==> src/rtl/sdcap_pkg.sv <==
package sdcap_pkg;

    // Field widths shared by every stage of the aligner.
    localparam int unsigned TAG_W = 3;
    localparam int unsigned LEN_W = 4;
    localparam int unsigned LAT_W = 3;

    // Command codes on {cs_n, ras_n, cas_n, we_n} that the aligner acts on.
    localparam logic [3:0] CMD_LOADMODE  = 4'b0000;
    localparam logic [3:0] CMD_PRECHARGE = 4'b0010;
    localparam logic [3:0] CMD_READ      = 4'b0101;

    // Power-up setting: latency 3, burst of 4.
    localparam logic [LAT_W-1:0] DEF_LAT = LAT_W'(3);
    localparam logic [LEN_W-1:0] DEF_LEN = LEN_W'(4);

    typedef enum logic [1:0] {
        EV_NONE  = 2'd0,
        EV_START = 2'd1,
        EV_STOP  = 2'd2
    } ev_kind_e;

    typedef struct packed {
        ev_kind_e           kind;
        logic [TAG_W-1:0]   tag;
        logic [LEN_W-1:0]   len;
    } ev_t;

    localparam ev_t EV_EMPTY = '{kind: EV_NONE, tag: '0, len: '0};

    function automatic logic len_code_ok(input logic [2:0] code);
        return code[2] == 1'b0;
    endfunction

    function automatic logic [LEN_W-1:0] len_from_code(input logic [2:0] code);
        return LEN_W'(1) << code[1:0];
    endfunction

    function automatic logic lat_code_ok(input logic [2:0] code);
        return (code == 3'd2) || (code == 3'd3);
    endfunction

endpackage

==> src/rtl/sdcap_mode.sv <==
module sdcap_mode
    import sdcap_pkg::*;
(
    input  logic             clk,
    input  logic             rst,
    input  logic             load,
    input  logic [2:0]       lat_code,
    input  logic [2:0]       len_code,
    output logic [LAT_W-1:0] cas_lat,
    output logic [LEN_W-1:0] burst_len,
    output logic             mode_err
);

    logic accept;
    assign accept = lat_code_ok(lat_code) && len_code_ok(len_code);

    always_ff @(posedge clk) begin
        if (rst) begin
            cas_lat   <= DEF_LAT;
            burst_len <= DEF_LEN;
            mode_err  <= 1'b0;
        end else if (load) begin
            if (accept) begin
                cas_lat   <= LAT_W'(lat_code);
                burst_len <= len_from_code(len_code);
            end else begin
                mode_err  <= 1'b1;
            end
        end
    end

    // the held latency is always one of the accepted values
    p_lat_legal_r4: assert property (@(posedge clk) disable iff (rst)
        (cas_lat == LAT_W'(2)) || (cas_lat == LAT_W'(3)));

    // error flag is sticky
    p_err_sticky_r5: assert property (@(posedge clk) disable iff (rst)
        mode_err |=> mode_err);

    // a rejected load leaves both settings untouched
    p_reject_keeps_r5: assert property (@(posedge clk) disable iff (rst)
        (load && !accept) |=> ($stable(cas_lat) && $stable(burst_len) && mode_err));

endmodule

==> src/rtl/sdcap_pipe.sv <==
module sdcap_pipe
    import sdcap_pkg::*;
#(
    parameter int unsigned DEPTH = 8
) (
    input  logic             clk,
    input  logic             rst,
    input  logic             adv,
    input  logic             push,
    input  ev_t              push_ev,
    input  logic [LAT_W-1:0] push_lat,
    output ev_t              due
);

    localparam int unsigned IDX_W = $clog2(DEPTH + 1);

    ev_t stg [DEPTH];
    ev_t nxt [DEPTH];
    logic [IDX_W-1:0] ins;

    // An event entering at DEPTH-lat reaches the last stage lat enabled cycles after issue.
    assign ins = IDX_W'(DEPTH) - IDX_W'(push_lat);

    for (genvar i = 0; i < DEPTH; i++) begin : g_stage
        if (i == 0) begin : g_head
            assign nxt[i] = (push && ins == IDX_W'(i)) ? push_ev : EV_EMPTY;
        end else begin : g_body
            assign nxt[i] = (push && ins == IDX_W'(i)) ? push_ev : stg[i-1];
        end
    end

    always_ff @(posedge clk) begin
        if (rst) begin
            stg <= '{default: EV_EMPTY};
        end else if (adv) begin
            stg <= nxt;
        end
    end

    assign due = stg[DEPTH-1];

    // the requested latency fits inside the pipeline
    p_lat_fits_r3: assert property (@(posedge clk) disable iff (rst)
        push |-> (push_lat >= LAT_W'(1)) && (32'(push_lat) <= DEPTH));

    // a stalled cycle leaves the due event in place
    p_stall_freeze_r10: assert property (@(posedge clk) disable iff (rst)
        !adv |=> $stable(due));

endmodule

==> src/rtl/sdcap_beat.sv <==
module sdcap_beat
    import sdcap_pkg::*;
#(
    parameter int unsigned DATA_W = 16
) (
    input  logic              clk,
    input  logic              rst,
    input  logic              adv,
    input  ev_t               due,
    input  logic [DATA_W-1:0] dq_in,
    output logic [DATA_W-1:0] rd_data,
    output logic              rd_valid,
    output logic              rd_last,
    output logic [TAG_W-1:0]  rd_tag
);

    logic [LEN_W-1:0] left_q;
    logic [TAG_W-1:0] tag_q;
    logic [LEN_W-1:0] left_now;
    logic [TAG_W-1:0] tag_now;
    logic             beat;

    // A starting burst overrides whatever is still running; a stop clears it.
    always_comb begin
        left_now = left_q;
        tag_now  = tag_q;
        unique case (due.kind)
            EV_START: begin
                left_now = due.len;
                tag_now  = due.tag;
            end
            EV_STOP:  left_now = '0;
            default:  ;
        endcase
    end

    assign beat = (left_now != '0);

    always_ff @(posedge clk) begin
        if (rst) begin
            left_q   <= '0;
            tag_q    <= '0;
            rd_data  <= '0;
            rd_valid <= 1'b0;
            rd_last  <= 1'b0;
            rd_tag   <= '0;
        end else if (adv) begin
            left_q   <= beat ? left_now - LEN_W'(1) : '0;
            tag_q    <= tag_now;
            rd_valid <= beat;
            rd_last  <= beat && (left_now == LEN_W'(1));
            rd_tag   <= tag_now;
            if (beat) begin
                rd_data <= dq_in;
            end
        end else begin
            rd_valid <= 1'b0;
            rd_last  <= 1'b0;
        end
    end

    // closing flag only rides on a valid word
    p_last_valid_r6: assert property (@(posedge clk) disable iff (rst)
        rd_last |-> rd_valid);

    // no word follows a stalled cycle
    p_quiet_stall_r10: assert property (@(posedge clk) disable iff (rst)
        !adv |=> !rd_valid);

    // a burst start that falls due yields a word on the next clock
    p_start_emits_r3: assert property (@(posedge clk) disable iff (rst)
        (adv && due.kind == EV_START) |=> rd_valid);

    // a stop that falls due yields no word
    p_stop_quiet_r9: assert property (@(posedge clk) disable iff (rst)
        (adv && due.kind == EV_STOP) |=> !rd_valid);

endmodule

==> src/rtl/sdram_rd_capture.sv <==
module sdram_rd_capture
    import sdcap_pkg::*;
#(
    parameter int unsigned DATA_W = 16,
    parameter int unsigned DEPTH  = 8
) (
    input  logic              clk,
    input  logic              rst,
    input  logic              cke,
    input  logic              cs_n,
    input  logic              ras_n,
    input  logic              cas_n,
    input  logic              we_n,
    input  logic [2:0]        addr_lat,
    input  logic [2:0]        addr_len,
    input  logic [DATA_W-1:0] dq_in,
    output logic [DATA_W-1:0] rd_data,
    output logic              rd_valid,
    output logic              rd_last,
    output logic [TAG_W-1:0]  rd_tag,
    output logic              mode_err
);

    logic [3:0]       cmd;
    logic             is_read;
    logic             is_pre;
    logic             is_load;
    logic [LAT_W-1:0] cas_lat;
    logic [LEN_W-1:0] burst_len;
    logic [TAG_W-1:0] issue_tag;
    ev_t              push_ev;
    ev_t              due;

    assign cmd     = {cs_n, ras_n, cas_n, we_n};
    assign is_read = cke && (cmd == CMD_READ);
    assign is_pre  = cke && (cmd == CMD_PRECHARGE);
    assign is_load = cke && (cmd == CMD_LOADMODE);

    always_ff @(posedge clk) begin
        if (rst) begin
            issue_tag <= '0;
        end else if (is_read) begin
            issue_tag <= issue_tag + TAG_W'(1);
        end
    end

    assign push_ev = is_read ? '{kind: EV_START, tag: issue_tag, len: burst_len}
                             : '{kind: EV_STOP,  tag: '0,        len: '0};

    sdcap_mode u_mode (
        .clk       (clk),
        .rst       (rst),
        .load      (is_load),
        .lat_code  (addr_lat),
        .len_code  (addr_len),
        .cas_lat   (cas_lat),
        .burst_len (burst_len),
        .mode_err  (mode_err)
    );

    sdcap_pipe #(.DEPTH(DEPTH)) u_pipe (
        .clk      (clk),
        .rst      (rst),
        .adv      (cke),
        .push     (is_read || is_pre),
        .push_ev  (push_ev),
        .push_lat (cas_lat),
        .due      (due)
    );

    sdcap_beat #(.DATA_W(DATA_W)) u_beat (
        .clk      (clk),
        .rst      (rst),
        .adv      (cke),
        .due      (due),
        .dq_in    (dq_in),
        .rd_data  (rd_data),
        .rd_valid (rd_valid),
        .rd_last  (rd_last),
        .rd_tag   (rd_tag)
    );

    // each accepted READ advances the issue tag by one
    p_tag_step_r7: assert property (@(posedge clk) disable iff (rst)
        is_read |=> (issue_tag == $past(issue_tag) + TAG_W'(1)));

    // commands other than READ leave the issue tag alone
    p_tag_hold_r2: assert property (@(posedge clk) disable iff (rst)
        !is_read |=> $stable(issue_tag));

endmodule

==> config.mk <==
export PLATFORM = sky130hd
export DESIGN_NAME = sdram_rd_capture
export DESIGN_NICKNAME = d
export VERILOG_FILES = /design/src/rtl/sdcap_pkg.sv /design/src/rtl/sdcap_mode.sv /design/src/rtl/sdcap_pipe.sv /design/src/rtl/sdcap_beat.sv /design/src/rtl/sdram_rd_capture.sv
export SDC_FILE = /design/constraint.sdc
export NUM_CORES = 1
export LEC_CHECK = 0
export BUFFER_PORTS_ARGS = -buffer_cell sky130_fd_sc_hd__buf_2
export CAP_MARGIN = 20
export CORE_ASPECT_RATIO = 0.7
export CORE_MARGIN = 8
export CORE_UTILIZATION = 42
export DETAILED_ROUTE_END_ITERATION = 16
export MAX_ROUTING_LAYER = met4
export PLACE_DENSITY = 0.59
export SYNTH_ARGS = -nofsm -noshare
export SYNTH_HDL_FRONTEND = slang
export SYNTH_HIERARCHICAL = 1
export SYNTH_SLANG_ARGS = --single-unit
==> constraint.sdc <==
create_clock -name clk -period 4 [get_ports clk]
set_input_delay 1 -clock clk [delete_from_list [all_inputs] [get_ports clk]]
set_output_delay 1 -clock clk [all_outputs]
set_load 0.01 [all_outputs]
==> metrics.cfg <==
[worst_setup_path]
cp_slowest_cell=buf_4
path_cells=buf_4 > buf_4 > buf_4 > nand3b_1 > or3_1 > a21oi_1
worstReg2RegEnd=u_beat/rd_data[9]$_SDFFE_PP0P_
path_class=input pin to flop
cp_max_fo=86
rrSetupSlack_ns=1.60
start_kind=input pin
crit_top_cell=buf_4
regToRegStartpoint=u_pipe/due[8]$_SDFFE_PP0P_
worstPathArrival_ns=3.02
required_ns=4.28
slowest_delay_ns=0.72
reg2reg_depth=6
cp-end-kind=flop

[placement]
place_ws_ns=0.934
portBuffers=50
globalplace.congestion=0.747
hpwlAfterDp_mm=6.86

[detailed_routing]
drc=0
routed_wl_mm=10.3
drtPass1Iterations=4
drt_iter0_markers=123
routedWlPerCell_um=14.9
avgViaCountPerCell=5.10
ant_nets=0
dr_total_vias=3536

[floorplanning]
die_width_um=145
start_util_pct=42.5
design.core.area_mm2=0.0116
die_h_um=106
row_count=33
io_pins=51
dieArea_mm2=0.0155

[worst_hold_path]
hold_path_depth=2
holdPathEnd=u_mode/burst_len[1]$_SDFFE_PP0P_
hold_class=flop to flop
hold_start=u_mode/burst_len[1]$_SDFFE_PP0P_

[synthesis]
async_reset_ff_share_pct=0
ys_ff_latch=108
synthFlopType=dfxtp_1
yosysSeqAreaShare_pct=44.0
syn-num-nets=541
synth_cell_type_count=41
synth_area_mm2=0.00491
yosys_warnings=6
synth_edf_count=0
syn_area_per_cell_um2=9.63
synthesis.instances=510

[clock_network]
cts.sinks=108
cts-root-buf=clkbuf_16
clk_latency_ns=0.34
h-tree-depth=3
cts.clk_slew.worst_paths_ns=0.07
cts_tree=done
cts_hold_buffers=0
cts-resized-gates=0
clock_path_buffers=2
numCtsBuffers=9
postCtsSetupRepairBufs=0

[sta]
max_slew_margin_pct=38.6
hold_viol=0
finalSetupTns_ns=0
worst_slew_pin_slew_ns=0.921
drv_slew=0
max_freq_ghz=0.365
setup_violations=0
setup_slack_ns=1.26
period_needed_ns=2.74
rsz0062_at_grt=no
period_share_pct=68.5
clock_skew_ns=0.00915

[layout]
fin_util_pct=47.2
drive_gt1_share_pct=15.7
diodes=0
nets=562
mostFrequentLayoutCells=dfxtp_1, mux2i_1, nor2_1
layout_commonest_cell=dfxtp_1
synthToLayoutAreaGrowth_pct=11.0
fillers=1127

[global_route]
first_global_vias=3368
grt_max_degree=120
grt_antenna_before_repair=0
grt.total_usage_pct=13.8
grt_pass1_wl_mm=17.2
overflow=0

[power_and_ir_drop]
power.density_mw_per_mm2=418
ir_worst_vdd_mv=0.197
p_leak_uw=0.00242
total_power_uw=2280

[outcome]
status=finished, final reports clean

[run]
drv_cap=0

## metrics by stage
stage                     instance area (um^2)  hold WS (ns)  instances
final                                     5450         0.455        693
after global routing                      5450         0.475        693
after CTS                                 5430         0.458        692
after detailed placement                  5110         0.448        676
after global placement                    5110         0.439        676
after floorplan                           4910         0.427        510
## cells in the mapped netlist, drive strengths merged (10+ instances only)
library cell / instances / area, um^2
dfxtp: 108 / 2160
a211oi: 63 / 478
mux2i: 80 / 801
a21oi: 14 / 70.1
buf: 28 / 225
o21ai: 10 / 65.1
nand2: 18 / 67.6
nand2b: 38 / 238
clkbuf: 20 / 75.1
and2: 16 / 100
nor2: 72 / 270
## power by group
part | switching, uW | internal [uW] | leakage, uW
Clock | 398 | 522 | 0.000156
Sequential | 29.0 | 1130 | 0.000884
Combinational | 117 | 89.8 | 0.00138
## how the worst max path moves through the flow
| stage | from | endpoint | slack, ns |
|---|---|---|---|
| 2_1_floorplan | cs_n | u_mode/burst_len[0]$_SDFFE_PP0P_ | 1.71 |
| 3_3_place_gp | cke | issue_tag[2]$_SDFFE_PP0P_ | 0.95 |
| 3_5_place_dp | cke | issue_tag[2]$_SDFFE_PP0P_ | 0.93 |
| 4_1_cts | cs_n | u_pipe/stg[21]$_SDFFE_PP0P_ | 1.28 |
| 5_1_grt | cke | issue_tag[2]$_SDFFE_PP0P_ | 1.04 |
| 6_report | cke | issue_tag[2]$_SDFFE_PP0P_ | 1.26 |
## logic make-up after synthesis
family / synth area share, %
fa+ha+maj: 0.509
compound gates: 13.5
simple gates: 19.1
buf+inv: 6.34
flops: 44.0
mux: 16.5
## flip-flops by register name, indices dropped and copies added, names as in the netlist
signal,flops
issue_tag,3
u_beat/left_q,4
u_beat/rd_data,16
u_beat/rd_last,1
u_beat/rd_valid,1
u_beat/tag_q,3
u_mode/burst_len,4
u_mode/cas_lat,3
u_mode/mode_err,1
u_pipe/due,9
u_pipe/stg,63
## per-layer routing
| layer | global-route usage, % | part of all wire (%) | up-vias |
|---|---|---|---|
| met2 | 19.2 | 42 | 37 |
| met1 | 19.1 | 54 | 1661 |
| met5 | - | 0 | - |
| li1 | - | - | 1829 |
| met4 | 3.55 | 0.89 | 0 |
| met3 | 3.73 | 2.9 | 9 |
## final cells by class
class	instances	area (um^2)	share of cell area [%]
Sequential cell	108	2160	39.7
Tap cell	157	196	3.60
Timing Repair Buffer	58	335	6.15
Inverter	3	11.3	0.207
Clock inverter	5	57.6	1.06
Multi-Input combinational cell	351	2440	44.7
Clock buffer	11	253	4.64
## worst max-delay path, delay by kind of cell
kind | cells | cell delay [ns]
AO/OA/AOI/OAI | 1 | 0.15
buffers and inverters | 3 | 1.26
AND/OR/NAND/NOR | 2 | 0.56
Note: power is estimated with default switching activity, not from simulation.
